`src/rtl/pipe_exposure_ctrl.sv`:
```
module pipe_exposure_ctrl #(
  parameter int EXP_W  = 24,
  parameter int SYNC_N = 2
) (
  input  logic             clk,
  input  logic             rst_n,
  input  logic             batch_start,
  input  logic             batch_stop,
  input  logic             slave_mode,
  input  logic [EXP_W-1:0] exp_cycles,
  input  logic             ext_exp,
  input  logic             ro_busy,
  output logic             pix_reset,
  output logic             xfer_req
);

  typedef enum logic [1:0] {S_IDLE, S_ARM, S_EXPOSE, S_DRAIN} st_t;

  st_t              st;
  logic             slave_q, stop_q, ended_q;
  logic [EXP_W-1:0] cnt, len_q;
  logic [SYNC_N:0]  sync;

  wire rise     = sync[SYNC_N-1] & ~sync[SYNC_N];
  wire fall     = ~sync[SYNC_N-1] & sync[SYNC_N];
  wire stop_now = stop_q | batch_stop;
  wire expired  = (len_q == '0) || (cnt >= len_q - EXP_W'(1));
  wire done     = slave_q ? (ended_q | fall) : expired;
  wire fire     = (st == S_EXPOSE) && done && !ro_busy;
  wire trig     = (st == S_ARM) && !stop_now && (slave_q ? rise : 1'b1);

  always_ff @(posedge clk or negedge rst_n) begin
    if (!rst_n) begin
      st        <= S_IDLE;
      slave_q   <= 1'b0;
      stop_q    <= 1'b0;
      ended_q   <= 1'b0;
      cnt       <= '0;
      len_q     <= '0;
      sync      <= '0;
      pix_reset <= 1'b0;
      xfer_req  <= 1'b0;
    end else begin
      sync      <= {sync[SYNC_N-1:0], ext_exp};
      pix_reset <= 1'b0;
      xfer_req  <= 1'b0;
      if (st != S_IDLE && batch_stop) stop_q <= 1'b1;
      if (st == S_EXPOSE && !slave_q && cnt < len_q) cnt <= cnt + EXP_W'(1);
      if (st == S_EXPOSE && fall) ended_q <= 1'b1;
      case (st)
        S_IDLE: if (batch_start) begin
          slave_q <= slave_mode;
          stop_q  <= 1'b0;
          st      <= S_ARM;
        end
        S_ARM: if (stop_now) begin
          stop_q <= 1'b0;
          st     <= S_IDLE;
        end else if (trig) begin
          pix_reset <= 1'b1;
          len_q     <= exp_cycles;
          cnt       <= '0;
          ended_q   <= 1'b0;
          st        <= S_EXPOSE;
        end
        S_EXPOSE: if (fire) begin
          xfer_req <= 1'b1;
          st       <= stop_now ? S_DRAIN : S_ARM;
        end
        S_DRAIN: if (!ro_busy) begin
          stop_q <= 1'b0;
          st     <= S_IDLE;
        end
        default: st <= S_IDLE;
      endcase
    end
  end

  p_busy_holdoff_r5: assert property (@(posedge clk) disable iff (!rst_n)
    ro_busy |=> !xfer_req);

  p_pulse_excl_r4: assert property (@(posedge clk) disable iff (!rst_n)
    !(pix_reset && xfer_req));

  p_reset_single_r4: assert property (@(posedge clk) disable iff (!rst_n)
    pix_reset |=> !pix_reset);

  p_xfer_single_r4: assert property (@(posedge clk) disable iff (!rst_n)
    xfer_req |=> !xfer_req);

  p_xfer_from_expose_r3: assert property (@(posedge clk) disable iff (!rst_n)
    xfer_req |-> $past(st) == S_EXPOSE);

  p_slave_rise_r6: assert property (@(posedge clk) disable iff (!rst_n)
    (pix_reset && slave_q) |-> $past(rise));

  p_idle_quiet_r1: assert property (@(posedge clk) disable iff (!rst_n)
    (st == S_IDLE && $past(st) == S_IDLE) |-> (!pix_reset && !xfer_req));

  p_drain_no_reset_r8: assert property (@(posedge clk) disable iff (!rst_n)
    st == S_DRAIN |-> !pix_reset);

  p_mode_hold_r11: assert property (@(posedge clk) disable iff (!rst_n)
    (st != S_IDLE && $past(st) != S_IDLE) |-> $stable(slave_q));

endmodule

```
`config.mk`:
```
export PLATFORM = sky130hd
export DESIGN_NAME = pipe_exposure_ctrl
export DESIGN_NICKNAME = d
export VERILOG_FILES = /design/src/rtl/pipe_exposure_ctrl.sv
export SDC_FILE = /design/constraint.sdc
export NUM_CORES = 1
export LEC_CHECK = 0
export ABC_AREA = 1
export BUFFER_PORTS_ARGS = -buffer_cell sky130_fd_sc_hd__buf_2
export CAP_MARGIN = 30
export CORE_UTILIZATION = 41
export DETAILED_ROUTE_END_ITERATION = 6
export PLACE_DENSITY = 0.65
export SETUP_SLACK_MARGIN = 0.2
export SLEW_MARGIN = 30
export SYNTH_ARGS = -nofsm -noshare
export SYNTH_HDL_FRONTEND = slang
export SYNTH_SLANG_ARGS = --single-unit
export TNS_END_PERCENT = 20
```
`constraint.sdc`:
```
create_clock -name clk -period 3.5 [get_ports clk]
set_clock_uncertainty 0.1 [all_clocks]
set_input_delay 0.525 -clock clk [delete_from_list [all_inputs] [get_ports clk]]
set_output_delay 0.525 -clock clk [all_outputs]
set_load 0.005 [all_outputs]
```
==> results_dict.tcl <==
set metrics [dict create \
    htree_levels 3 \
    hold_viol 0 \
    yosys_warnings 0 \
    start_util_pct 42.35 \
    worst_pin_slew_ps 972.0 \
    path_clk_slew_ps 60 \
    grt_antenna_before_repair 0 \
    grt_max_degree 41 \
    syn_area_sq_mm 0.004631 \
    syn2layout_area_growth_pct 14.08 \
    cts_tree "done" \
    core-area_sq_mm 0.01094 \
    clk_latency_ps 330 \
    crit_path_start_kind "flop" \
    io_buffers 32 \
    mostFrequentLayoutCells "135 x nand2_1, 85 x inv_1, 57 x dfrtp_1, 53 x nor2_1, 50 x ha_1" \
    cts_setup_buffers 0 \
    nNetsFinal 733 \
    reg2reg_slack_ps 480 \
    min_path_type "input pin to asynchronous set/reset pin" \
    slew_violations 0 \
    dieHeight_um 108.3 \
    hpwl_mm 8.711 \
    slew_headroom_pct 35.20 \
    synthCells 618 \
    vias_per_cell 5.094 \
    vias 4055 \
    power_mw 4.362 \
    cp.arrival_ps 3140 \
    holdWs_ps 67.63 \
    fp-row-count 38 \
    cts.sinks 58 \
    setup_viol 0 \
    critPathKind "flop to flop" \
    route.detailed.drc 0 \
    clk_path_buf_depth 2 \
    ant_nets 0 \
    syn-mean-instance-area_sq_um 7.493 \
    synth-seq-area-share_pct 31.34 \
    power_density_mw_per_mm2 825.8 \
    outcome "finished, final reports clean" \
    path_max_fanout 5 \
    r2r_start "len_q[0]$_DFFE_PN0P_" \
    dr.pass1.iters 4 \
    layout_worst_path_cycle_share_pct 86.29 \
    wirelength_mm 11.16 \
    max_cap_viol_count 0 \
    die_w_um 108.3 \
    fin_crit_ps 3020 \
    globalplace.congestion 0.8720 \
    syn_nets 700 \
    drt-initial-drc-count 170 \
    ctsHoldBuffers 0 \
    grt_pass1_wl_mm 18.62 \
    cts_resized 0 \
    timing.reg2reg.worst_path_depth 22 \
    cts_buffers 9 \
    cp.required_ps 3620 \
    drive_gt1_share_pct 12.65 \
    r2r_end "st[0]$_DFFE_PN0P_" \
    synth.distinct_cells 32 \
    leakage_nw 2.640 \
    grt_pass1_vias 3802 \
    fillers 1131 \
    cp-end-kind "flop" \
    num_antenna_cells 0 \
    final_common_cell "nand2_1" \
    rsz0062_at_grt "no" \
    fin_setup_tns_ps 0 \
    synth-seq-cells 58 \
    overflow 0 \
    globalRouteTotalUtil_pct 20.74 \
    io_pins 33 \
    root_buffer "clkbuf_16" \
    fmax_ghz 0.3311 \
    peakVddDrop_v 0.0003655 \
    avgRoutedWirePerCell_um 14.02 \
    die_area_sq_mm 0.01172 \
]
==> power by group <==
group | total, mW | switching, mW | internal [mW]
clock network | 0.966 | 0.338 | 0.628
registers | 1.27 | 0.335 | 0.933
logic | 2.13 | 1.34 | 0.784
==> Yosys cell counts <==
cell,count,share of area [%]
clkbuf_1,5,0.41
inv_1,86,7.0
ha_1,51,14
nand2_2,1,0.14
buf_6,3,0.73
nor2_2,5,0.68
a31oi_1,1,0.14
o21a_1,3,0.49
a21oi_1,37,4.0
nor3_4,2,0.70
nor2_1,54,4.4
or2_2,2,0.27
nand3b_1,1,0.16
xor2_1,40,7.6
o21ai_1,13,1.4
dfrtp_1,58,31
nand4_1,22,3.0
nand3_1,24,2.6
nor4_1,4,0.54
o211ai_1,1,0.16
nor3b_1,1,0.16
nand3_2,3,0.65
inv_2,5,0.41
o21ai_0,30,3.2
buf_2,6,0.65
nor2_4,3,0.73
nor4_2,1,0.27
nand4_4,2,0.92
xnor2_1,3,0.57
nor3_2,3,0.65
nor3_1,13,1.4
nand2_1,135,11
==> flip-flops by register name, summed over array words and instances (netlist names) <==
name and count:
slave_q 1, xfer_req 1, len_q 24, sync 3
ended_q 1, stop_q 1, cnt 24, st 2
pix_reset 1
==> how the worst max path moves through the flow <==
stage	cells after the start	endpoint	slack (ps)	start
finish	22	st[0]$_DFFE_PN0P_	480	len_q[0]$_DFFE_PN0P_
global route	22	st[0]$_DFFE_PN0P_	240	len_q[0]$_DFFE_PN0P_
CTS	22	st[0]$_DFFE_PN0P_	270	len_q[0]$_DFFE_PN0P_
detailed placement	22	st[0]$_DFFE_PN0P_	310	len_q[0]$_DFFE_PN0P_
global placement	22	st[1]$_DFFE_PN0P_	420	len_q[0]$_DFFE_PN0P_
floorplan	22	st[1]$_DFFE_PN0P_	670	len_q[0]$_DFFE_PN0P_
==> cell families after synthesis <==
family / Yosys count / share of synthesized area, %
AO/OA/AOI/OAI: 85 / 9.430
XOR/XNOR: 43 / 8.133
adder cells (fa/ha/maj): 51 / 13.78
buffers and inverters: 105 / 9.160
flip-flops: 58 / 31.34
AND/OR/NAND/NOR: 276 / 28.15
==> worst max-delay path: stages, from the launching register on <==
cell and delay [ps]:
dfrtp_2 440, inv_2 130, ha_4 170, nand3_4 100
nor2_4 110, inv_2 60, nor2_2 140, inv_2 70
nor2_4 110, nand4_1 100, xor2_1 150, inv_1 60
ha_1 260, nand2_1 100, inv_1 60, a21oi_1 140
nand3_1 90, a21oi_1 120, nand2_1 100, nand2_1 80
nand2_1 80, nand3_1 80, nand2_1 50
==> per-layer routing <==
metal	up-vias	GRT usage, %	part of all wire, %
li1	2082	-	-
met1	1906	27.78	49
met2	53	33.67	47
met3	14	3.737	3.0
met4	0	6.950	1.6
met5	-	0	0
==> per-stage QoR <==
stage,utilization (%),std cells,cell area (sq um),setup WS [ps]
2_1_floorplan,-,618,4631,671.1
3_3_place_gp,45.00,780,4921,417.5
3_5_place_dp,45.00,780,4921,305.7
4_1_cts,48.00,796,5249,271.3
5_1_grt,48.31,796,5283,238.2
6_report,48.31,796,5283,479.7
==> layout make-up <==
cell class / instances / area [sq um] / share of cell area, %
clock buffers: 9 / 225.2 / 4.263
well taps: 140 / 175.2 / 3.316
repair buffers: 36 / 192.7 / 3.648
flip-flops and latches: 58 / 1453 / 27.50
inverters: 91 / 341.6 / 6.466
multi-input cells: 455 / 2793 / 52.87
clock inverters: 7 / 102.6 / 1.942
Note: power is estimated with default switching activity, not from simulation.
